File: src/rtl/uwb_pkg.sv
package uwb_pkg;
    localparam logic [7:0] OP_WRITE = 8'h01;
    localparam logic [7:0] OP_READ  = 8'h02;

    typedef enum logic [2:0] {
        RX_IDLE, RX_START, RX_BITS, RX_STOP, RX_BREAK
    } rx_state_t;

    typedef enum logic [2:0] {
        P_CMD, P_LEN, P_ADR, P_DAT, P_BUS, P_SEND, P_NEXT
    } pstate_t;
endpackage

File: src/rtl/uwb_uart_rx.sv
module uwb_uart_rx
    import uwb_pkg::*;
#(
    parameter int CLKS_PER_BIT = 16
) (
    input  logic       clk,
    input  logic       rst,
    input  logic       line_i,
    output logic [7:0] byte_o,
    output logic       valid_o
);
    localparam int CW = $clog2(CLKS_PER_BIT + 1);
    localparam logic [CW-1:0] LAST = CW'(CLKS_PER_BIT - 1);
    localparam logic [CW-1:0] MID  = CW'(CLKS_PER_BIT / 2 - 1);

    typedef struct packed {
        rx_state_t   st;
        logic [CW-1:0] cnt;
        logic [2:0]  bitn;
        logic [7:0]  sh;
        logic [1:0]  sync;
        logic        valid;
        logic [7:0]  data;
    } rx_regs_t;

    rx_regs_t q, d;
    logic     rxd;

    always_comb begin
        d       = q;
        d.valid = 1'b0;
        d.sync  = {q.sync[0], line_i};
        rxd     = q.sync[1];
        case (q.st)
            RX_IDLE: if (!rxd) begin
                d.st  = RX_START;
                d.cnt = '0;
            end
            RX_START: if (q.cnt == MID) begin
                d.cnt  = '0;
                d.bitn = '0;
                d.st   = rxd ? RX_IDLE : RX_BITS;
            end else d.cnt = q.cnt + 1'b1;
            RX_BITS: if (q.cnt == LAST) begin
                d.cnt = '0;
                d.sh  = {rxd, q.sh[7:1]};
                if (q.bitn == 3'd7) d.st = RX_STOP;
                else d.bitn = q.bitn + 1'b1;
            end else d.cnt = q.cnt + 1'b1;
            RX_STOP: if (q.cnt == LAST) begin
                d.cnt = '0;
                if (rxd) begin
                    d.valid = 1'b1;
                    d.data  = q.sh;
                    d.st    = RX_IDLE;
                end else d.st = RX_BREAK;
            end else d.cnt = q.cnt + 1'b1;
            RX_BREAK: if (rxd) d.st = RX_IDLE;
            default: d.st = RX_IDLE;
        endcase
    end

    always_ff @(posedge clk) begin
        if (rst) begin
            q      <= '0;
            q.st   <= RX_IDLE;
            q.sync <= 2'b11;
        end else begin
            q <= d;
        end
    end

    assign byte_o  = q.data;
    assign valid_o = q.valid;

    AST_RX_SINGLE_PULSE: assert property (@(posedge clk) disable iff (rst)
        valid_o |=> !valid_o) else $error("rx valid longer than one cycle");
    AST_RX_BREAK_SILENT: assert property (@(posedge clk) disable iff (rst)
        (q.st == RX_BREAK) |=> !valid_o) else $error("byte after framing error");
endmodule

File: src/rtl/uwb_uart_tx.sv
module uwb_uart_tx #(
    parameter int CLKS_PER_BIT = 16
) (
    input  logic       clk,
    input  logic       rst,
    input  logic       go_i,
    input  logic [7:0] byte_i,
    output logic       line_o,
    output logic       busy_o
);
    localparam int CW = $clog2(CLKS_PER_BIT + 1);
    localparam logic [CW-1:0] LAST = CW'(CLKS_PER_BIT - 1);

    typedef struct packed {
        logic          busy;
        logic [CW-1:0] cnt;
        logic [3:0]    bitn;
        logic [9:0]    sh;
    } tx_regs_t;

    tx_regs_t q, d;

    always_comb begin
        d = q;
        if (!q.busy) begin
            if (go_i) begin
                d.busy = 1'b1;
                d.sh   = {1'b1, byte_i, 1'b0};
                d.cnt  = '0;
                d.bitn = '0;
            end
        end else if (q.cnt == LAST) begin
            d.cnt = '0;
            d.sh  = {1'b1, q.sh[9:1]};
            if (q.bitn == 4'd9) d.busy = 1'b0;
            else d.bitn = q.bitn + 1'b1;
        end else begin
            d.cnt = q.cnt + 1'b1;
        end
    end

    always_ff @(posedge clk) begin
        if (rst) begin
            q    <= '0;
            q.sh <= '1;
        end else begin
            q <= d;
        end
    end

    assign line_o = q.busy ? q.sh[0] : 1'b1;
    assign busy_o = q.busy;

    AST_TX_START_LOW: assert property (@(posedge clk) disable iff (rst)
        $rose(busy_o) |-> !line_o) else $error("no start bit");
    AST_TX_GO_IDLE: assert property (@(posedge clk) disable iff (rst)
        go_i |-> !busy_o) else $error("go while busy");
endmodule

File: src/rtl/uwb_cmd_engine.sv
module uwb_cmd_engine
    import uwb_pkg::*;
(
    input  logic        clk,
    input  logic        rst,
    input  logic [7:0]  rx_byte_i,
    input  logic        rx_valid_i,
    input  logic        tx_busy_i,
    output logic        tx_go_o,
    output logic [7:0]  tx_byte_o,
    output logic        wb_cyc_o,
    output logic        wb_stb_o,
    output logic        wb_we_o,
    output logic [3:0]  wb_sel_o,
    output logic [31:0] wb_adr_o,
    output logic [31:0] wb_dat_o,
    input  logic [31:0] wb_dat_i,
    input  logic        wb_ack_i
);
    typedef struct packed {
        pstate_t     st;
        logic        is_rd;
        logic [7:0]  words;
        logic [1:0]  bcnt;
        logic [31:0] adr;
        logic [31:0] dat;
        logic        go;
        logic [7:0]  txb;
    } eng_regs_t;

    eng_regs_t q, d;

    always_comb begin
        d    = q;
        d.go = 1'b0;
        case (q.st)
            P_CMD: if (rx_valid_i) begin
                if (rx_byte_i == OP_WRITE || rx_byte_i == OP_READ) begin
                    d.is_rd = (rx_byte_i == OP_READ);
                    d.st    = P_LEN;
                end
            end
            P_LEN: if (rx_valid_i) begin
                d.words = rx_byte_i;
                d.bcnt  = '0;
                d.st    = P_ADR;
            end
            P_ADR: if (rx_valid_i) begin
                d.adr = {q.adr[23:0], rx_byte_i};
                if (q.bcnt == 2'd3) begin
                    d.bcnt = '0;
                    if (q.words == 8'd0) d.st = P_CMD;
                    else d.st = q.is_rd ? P_BUS : P_DAT;
                end else d.bcnt = q.bcnt + 1'b1;
            end
            P_DAT: if (rx_valid_i) begin
                d.dat = {q.dat[23:0], rx_byte_i};
                if (q.bcnt == 2'd3) begin
                    d.bcnt = '0;
                    d.st   = P_BUS;
                end else d.bcnt = q.bcnt + 1'b1;
            end
            P_BUS: if (wb_ack_i) begin
                if (q.is_rd) begin
                    d.dat  = wb_dat_i;
                    d.bcnt = '0;
                    d.st   = P_SEND;
                end else d.st = P_NEXT;
            end
            P_SEND: if (!tx_busy_i && !q.go) begin
                d.go  = 1'b1;
                d.txb = q.dat[31:24];
                d.dat = {q.dat[23:0], 8'h00};
                if (q.bcnt == 2'd3) begin
                    d.bcnt = '0;
                    d.st   = P_NEXT;
                end else d.bcnt = q.bcnt + 1'b1;
            end
            P_NEXT: begin
                d.words = q.words - 1'b1;
                d.adr   = q.adr + 32'd4;
                d.bcnt  = '0;
                if (q.words == 8'd1) d.st = P_CMD;
                else d.st = q.is_rd ? P_BUS : P_DAT;
            end
            default: d.st = P_CMD;
        endcase
    end

    always_ff @(posedge clk) begin
        if (rst) begin
            q    <= '0;
            q.st <= P_CMD;
        end else begin
            q <= d;
        end
    end

    assign wb_cyc_o  = (q.st == P_BUS);
    assign wb_stb_o  = (q.st == P_BUS);
    assign wb_we_o   = !q.is_rd;
    assign wb_sel_o  = 4'hF;
    assign wb_adr_o  = q.adr;
    assign wb_dat_o  = q.dat;
    assign tx_go_o   = q.go;
    assign tx_byte_o = q.txb;

    AST_BUS_HOLD: assert property (@(posedge clk) disable iff (rst)
        (wb_cyc_o && !wb_ack_i) |=> (wb_cyc_o && wb_stb_o && $stable(wb_adr_o)
                                      && $stable(wb_dat_o) && $stable(wb_we_o)))
        else $error("bus request changed before ack");
    AST_BUS_GAP: assert property (@(posedge clk) disable iff (rst)
        (wb_cyc_o && wb_ack_i) |=> !wb_cyc_o) else $error("no idle cycle after ack");
    AST_SEND_NOT_BUS: assert property (@(posedge clk) disable iff (rst)
        tx_go_o |-> !tx_busy_i) else $error("byte handed to busy transmitter");
endmodule

File: src/rtl/uwb_bridge_top.sv
module uwb_bridge_top #(
    parameter int CLKS_PER_BIT = 16
) (
    input  logic        clk,
    input  logic        rst,
    input  logic        ser_rx_i,
    output logic        ser_tx_o,
    output logic        wb_cyc_o,
    output logic        wb_stb_o,
    output logic        wb_we_o,
    output logic [3:0]  wb_sel_o,
    output logic [31:0] wb_adr_o,
    output logic [31:0] wb_dat_o,
    input  logic [31:0] wb_dat_i,
    input  logic        wb_ack_i
);
    logic [7:0] rx_byte;
    logic       rx_valid;
    logic       tx_go;
    logic [7:0] tx_byte;
    logic       tx_busy;

    uwb_uart_rx #(.CLKS_PER_BIT(CLKS_PER_BIT)) rx_i (
        .clk(clk), .rst(rst), .line_i(ser_rx_i),
        .byte_o(rx_byte), .valid_o(rx_valid)
    );

    uwb_cmd_engine eng_i (
        .clk(clk), .rst(rst),
        .rx_byte_i(rx_byte), .rx_valid_i(rx_valid),
        .tx_busy_i(tx_busy), .tx_go_o(tx_go), .tx_byte_o(tx_byte),
        .wb_cyc_o(wb_cyc_o), .wb_stb_o(wb_stb_o), .wb_we_o(wb_we_o),
        .wb_sel_o(wb_sel_o), .wb_adr_o(wb_adr_o), .wb_dat_o(wb_dat_o),
        .wb_dat_i(wb_dat_i), .wb_ack_i(wb_ack_i)
    );

    uwb_uart_tx #(.CLKS_PER_BIT(CLKS_PER_BIT)) tx_i (
        .clk(clk), .rst(rst), .go_i(tx_go), .byte_i(tx_byte),
        .line_o(ser_tx_o), .busy_o(tx_busy)
    );
endmodule

File: config.mk
export PLATFORM = sky130hd
export DESIGN_NAME = uwb_bridge_top
export DESIGN_NICKNAME = d
export VERILOG_FILES = /design/src/rtl/uwb_pkg.sv /design/src/rtl/uwb_uart_rx.sv /design/src/rtl/uwb_uart_tx.sv /design/src/rtl/uwb_cmd_engine.sv /design/src/rtl/uwb_bridge_top.sv
export SDC_FILE = /design/constraint.sdc
export NUM_CORES = 1
export LEC_CHECK = 0
export ABC_AREA = 1
export CORE_ASPECT_RATIO = 1.1
export CORE_MARGIN = 5
export CORE_UTILIZATION = 45
export CTS_BUF_LIST = sky130_fd_sc_hd__clkbuf_16
export CTS_CLUSTER_DIAMETER = 50
export DETAILED_ROUTE_END_ITERATION = 6
export GPL_TIMING_DRIVEN = 1
export PLACE_DENSITY = 0.68
export SLEW_MARGIN = 20
export SYNTH_ARGS = -nofsm -noshare
export SYNTH_HDL_FRONTEND = slang
export SYNTH_SLANG_ARGS = --single-unit
File: constraint.sdc
create_clock -name clk -period 2.35 [get_ports clk]
set_input_delay 0.47 -clock clk [delete_from_list [all_inputs] [get_ports clk]]
set_output_delay 0.47 -clock clk [all_outputs]
set_load 0.01 [all_outputs]
==> results of run 1 <==
-- power by group through the flow --
stage	Combinational (mW)	Sequential, mW	Clock (mW)
floorplan	0.161	2.41	0
global placement	0.260	2.41	0
detailed placement	0.260	2.42	0
CTS	0.261	2.36	2.82
global route	0.302	2.37	2.93
finish	0.260	2.36	2.77
-- cell families after synthesis --
family	share of synthesized area, %
XOR/XNOR	0.694
buffers and inverters	14.9
AO/OA/AOI/OAI	15.7
AND/OR/NAND/NOR	30.4
flip-flops	36.2
other	0.0495
adder cells (fa/ha/maj)	1.98
-- sequential cells by signal, indices dropped and copies added, names as in the netlist --
register / flops
eng_i.tx_go_o: 1
tx_i.q: 19
rx_i.valid_o: 1
tx_i.busy_o: 1
rx_i.q: 20
eng_i.tx_byte_o: 8
eng_i.q: 14
eng_i.wb_adr_o: 32
rx_i.d: 1
rx_i.byte_o: 8
eng_i.wb_dat_o: 32
-- cell usage after synthesis (2+ instances only) --
cell type  count  area share [%]
xor2_1         5            0.58
buf_4         75             7.4
inv_2          8            0.40
ha_1          12             2.0
nor2_4         2            0.30
clkbuf_1      21             1.0
nor2_2         5            0.41
nand4_1        6            0.50
dfxtp_1      137              36
buf_2         14            0.93
a31oi_1        8            0.66
o21ai_1       37             2.4
o22ai_1        6            0.50
a21oi_1       83             5.5
nor2_1       154             7.6
inv_1        101             5.0
or2_2          3            0.25
o211ai_1       3            0.30
a211oi_1       2            0.20
o21ai_0       77             5.1
nand3_1       67             4.4
nand2_1      308              15
nand2_2        8            0.66
nor3_1         6            0.40
-- metrics by stage --
step	cell area, µm²	hold WS [ns]	utilization, %	setup slack, ns	cells
5_1_grt	8920	0.445	54.3	0.00730	1414
4_1_cts	8910	0.412	54.2	0.0252	1414
6_report	8920	0.408	54.3	0.0988	1414
3_5_place_dp	8300	0.397	50.5	0.379	1383
3_3_place_gp	8300	0.395	50.5	0.423	1383
2_1_floorplan	7580	0.389	-	0.638	1170
-- metal layers --
metal  track usage [%]  vias up  wire, µm
li1                  -     3736         -
met1              24.4     3191      8600
met2              32.5      175      8870
met3              4.44       35       826
met4              7.51        0       374
met5                 0        -         0
-- layout make-up --
class                   count  area (µm²)
clock buffers              17         425
clock inverters            14         181
fillers                  1633        7510
inverters                 110         418
multi-input cells         812        3720
flip-flops and latches    137        2740
well taps                 204         255
repair buffers            120        1180
-- final timing paths --
path | startpoint | to | slack (ns) | cells past startpoint
max | tx_i.busy_o | ser_tx_o | 0.1 | 3
min | rx_i.d[10] | rx_i.q[10] | 0.41 | 1
max reg2reg | eng_i.q[86] | eng_i.wb_adr_o[9] | 0.37 | 8
min reg2reg | rx_i.d[10] | rx_i.q[10] | 0.41 | 1
-- cell usage in the layout, fill, tap and decap left out, types with 2 or more instances in the layout --
cell	n
bufinv_16	4
o22ai_1	6
buf_12	2
buf_4	15
conb_1	4
nor2_2	6
nand2_2	7
nand3_1	67
o211ai_1	3
dfxtp_1	137
xor2_1	5
nand4_1	6
inv_2	8
a21oi_1	83
clkdlybuf4s50_1	102
clkinv_1	3
o21ai_1	37
clkbuf_16	17
nor2_4	2
clkinvlp_4	3
or2_2	3
a211oi_1	2
a31oi_1	8
ha_1	12
inv_6	2
nor2_1	153
o21ai_0	77
inv_1	101
nor3_1	6
clkinv_2	2
nand2_1	308
-- worst max-delay path: cells and delay by family (launching register included) --
kind,cells,cell delay (ns)
simple gates,1,0.28
flops,1,0.47
buf+inv,2,0.60
==> results.toml, run 1 <==
[power]
power.sequential.fraction_pct = 43.8
intPower_mw = 4.21
power_switching_mw = 1.18
p_total_mw = 5.39
p_leak_nw = 3.48
combPwrFrac_pct = 4.8
p_sw_share_pct = 21.9
vdd_drop_max_mv = 0.570
p_per_area_mw_per_mm2 = 605
power_frac_clock_pct = 51.3

[place]
gp_congestion = 0.849
io_buffers = 103
dpl.hpwl_um = 13500

[timing]
setup_viol = 0
worst_pin_slew_ns = 0.560
hold_viol = 0
tns_ns = 0
layout_min_cycle_time_ns = 2.25
period_share_pct = 95.8
rsz0062_at_grt = "false"
final-max-slew-violation-count = 0
fin_skew_ns = 0.00885
fmax_ghz = 0.444
relSlewSlack_pct = 62.4

[worst_setup_path]
crit_arrival_ns = 1.78
path_max_fanout = 7
crit_path_max_incr_delay_ns = 0.48
critPathRequiredTime_ns = 1.88
startpoint_type = "flip-flop"
path_class = "flip-flop to output port"
timing.critical_path.to_type = "output port"
cp_cell_sequence = "clkinv_1 -> or2_2 -> clkdlybuf4s50_1"
cp_slowest_cell = "clkdlybuf4s50_1"

[global_route]
grt_pass1_vias = 6786
grt_overflow = 0
grt_first_pass_wirelength_um = 31700
grt_max_degree = 61
antenna_found_initial = 0
grt.total_usage_pct = 19.4

[worst_hold_path]
hold_class = "flip-flop to flip-flop"

[yosys]
synth.distinct_cells = 43
ys_ff_latch = 137
ys.flop_type = "dfxtp_1"
synth_edf_count = 0
avgSynthCellArea_um2 = 6.49
synth_seq_area_share_pct = 36.2
synth_cells = 1167
synth_area_mm2 = 0.00757
async_flop_share_pct = 0
yosysWarnings = 0

[route]
drc = 0
dr.pass1.iters = 5
detail_route.wl_per_cell_um = 13.2
drt-total-wl_um = 18700
ant_nets = 0
vias = 7137
dr.first_iter.drc_count = 514
viasPerCell = 5.05

[cts]
root_buffer = "clkbuf_16"
clk_latency_ns = 0.42
clock-sinks = 137
cts_tree = "done"
cts_resized = 1
clk_path_buf_depth = 2
cts_max_level = 4
cts_made_buffers = 17
clkSlewWorstSetupHoldPaths_ns = 0.06
cts_setup_buffers = 0
postCtsHoldBufs = 0

[floorplanning]
fp.dieH_um = 146
die_w_um = 134
ioPinCount = 108
die_area_mm2 = 0.0195
core_mm2 = 0.0164
rows = 49
initial_utilization_pct = 46.1

[finish]
area_growth_pct = 17.8
drive_gt1_share_pct = 6.36
fin_nets = 1246
diodes = 0

[flow_run]
maxCapViolCount = 0

[outcome]
status = "finished, final reports clean"
No activity file was read; power rests on OpenSTA's default activity.
==> inputs of run 2 (changes only) <==
--- a/constraint.sdc
+++ b/constraint.sdc
@@ -3,2 +3,2 @@
 set_output_delay 0.47 -clock clk [all_outputs]
-set_load 0.01 [all_outputs]
+set_load 0.02 [all_outputs]
==> results.toml, run 2 (synthesis results as in run 1) <==
[floorplanning]
rows = 49
die_area_mm2 = 0.0195
die_w_um = 134
fp.dieH_um = 146
core_mm2 = 0.0164
ioPinCount = 108
initial_utilization_pct = 46.1

[worst_setup_path]
crit_arrival_ns = 1.74
critPathRequiredTime_ns = 1.88
startpoint_type = "flip-flop"
cp_cell_sequence = "clkinv_1 -> or2_2 -> clkdlybuf4s50_1"
path_max_fanout = 5
cp_slowest_cell = "clkdlybuf4s50_1"
path_class = "flip-flop to output port"
cp_num_buf_inv = 2
timing.critical_path.to_type = "output port"
path_delay_family = "buffers and inverters"
crit_path_max_incr_delay_ns = 0.54

[global_route]
antenna_found_initial = 0
grt_pass1_vias = 6749
grt_max_degree = 61
grt.total_usage_pct = 19.5
grt_overflow = 0
grt_first_pass_wirelength_um = 31800

[worst_hold_path]
hold_class = "flip-flop to flip-flop"

[flow_run]
maxCapViolCount = 0

[timing]
rsz0062_at_grt = "false"
setup_viol = 0
worst_pin_slew_ns = 0.504
final-max-slew-violation-count = 0
tns_ns = 0
period_share_pct = 94.1
fin_skew_ns = 0.00939
relSlewSlack_pct = 66.2
fmax_ghz = 0.452
layout_min_cycle_time_ns = 2.21
hold_viol = 0

[finish]
fin_nets = 1242
area_growth_pct = 17.6
drive_gt1_share_pct = 5.80
final_cell_mix = "308 x nand2_1, 154 x nor2_1, 136 x dfxtp_1, 106 x inv_1, 100 x clkdlybuf4s50_1"
nFillCells = 1583
diodes = 0
final_common_cell = "nand2_1"

[power]
vdd_drop_max_mv = 0.465
p_per_area_mw_per_mm2 = 613
p_total_mw = 5.46
p_leak_nw = 3.50

[place]
io_buffers = 103
gp_congestion = 0.852
dpl.hpwl_um = 13300

[route]
dr.first_iter.drc_count = 444
vias = 7184
viasPerCell = 5.09
detail_route.wl_per_cell_um = 13.3
ant_nets = 0
drc = 0
drt-total-wl_um = 18700
dr.pass1.iters = 5

[cts]
clk_path_buf_depth = 2
cts_max_level = 4
postCtsHoldBufs = 0
clkSlewWorstSetupHoldPaths_ns = 0.06
cts_made_buffers = 17
clock-sinks = 137
root_buffer = "clkbuf_16"
cts_tree = "done"
clk_latency_ns = 0.42

[outcome]
status = "finished, final reports clean"
==> run 2: cell count changes in the layout (fill, tap and decap cells not counted), sizes merged, moves of 2 or more <==
cell           before  now
dlygate4sd2         0    2
clkdlybuf4s50     102  100
inv               111  115
buf                18   14
clkinv              6    4
clkinvlp            3    1
==> run 2: area by class of cell <==
| cell class | instances | area, µm² | area share (%) |
|---|---|---|---|
| Clock buffer | 17 | 425 | 4.78 |
| Clock inverter | 15 | 194 | 2.18 |
| Inverter | 110 | 413 | 4.64 |
| Multi-Input combinational cell | 812 | 3710 | 41.7 |
| Sequential cell | 137 | 2740 | 30.8 |
| Tap cell | 204 | 255 | 2.87 |
| Timing Repair Buffer | 116 | 1160 | 13.0 |
==> run 2: repair_timing <==
action                                  4_1_cts  5_1_grt
hold endpoints to repair                      0        0
endpoints found under the setup margin        2        0
setup buffers                                 0        0
gates resized for setup                       3        0
==> run 2: worst paths after layout <==
| path | start | to | slack [ns] | depth (start not counted) |
|---|---|---|---|---|
| worst max-delay path | tx_i.busy_o | ser_tx_o | 0.14 | 3 |
| worst min-delay path | rx_i.d[10] | rx_i.q[10] | 0.41 | 1 |
| worst max register to register | eng_i.wb_adr_o[3] | eng_i.wb_adr_o[18] | 0.43 | 9 |
| worst min register to register | rx_i.d[10] | rx_i.q[10] | 0.41 | 1 |
==> run 2: report_power, final <==
group / internal (mW) / switching (mW)
combinational: 0.111 / 0.153
clock: 1.85 / 0.979
sequential: 2.34 / 0.0215
total: 4.30 / 1.15
==> run 2: worst register-to-register path, cell delays in order (launching register included) <==
cell and delay, ns:
dfxtp_1 0.41, ha_1 0.19, nand2_1 0.07, nor2_1 0.22
nand2_1 0.21, nor2_1 0.31, nand2_1 0.11, o21ai_0 0.16
nand2_1 0.06, a21oi_1 0.12
==> run 2: stage by stage <==
step           util [%]  std cells  instance area [µm²]  hold WS [ns]  setup slack (ns)
4_1_cts            54.2       1411                 8900         0.418             0.110
2_1_floorplan         -       1170                 7580         0.389             0.519
6_report           54.2       1411                 8900         0.412             0.140
3_3_place_gp       50.4       1379                 8290         0.392             0.392
3_5_place_dp       50.4       1379                 8290         0.405             0.367
5_1_grt            54.2       1411                 8900         0.438            0.0485
==> run 2: routing by layer <==
layer | wire length, µm | up-vias | share of wire [%] | global-route usage [%]
met5 | 0 | - | 0 | 0
li1 | - | 3719 | - | -
met4 | 360 | 0 | 1.9 | 7.51
met3 | 851 | 31 | 4.5 | 3.48
met1 | 8480 | 3248 | 45 | 24.6
met2 | 9040 | 186 | 48 | 33.1
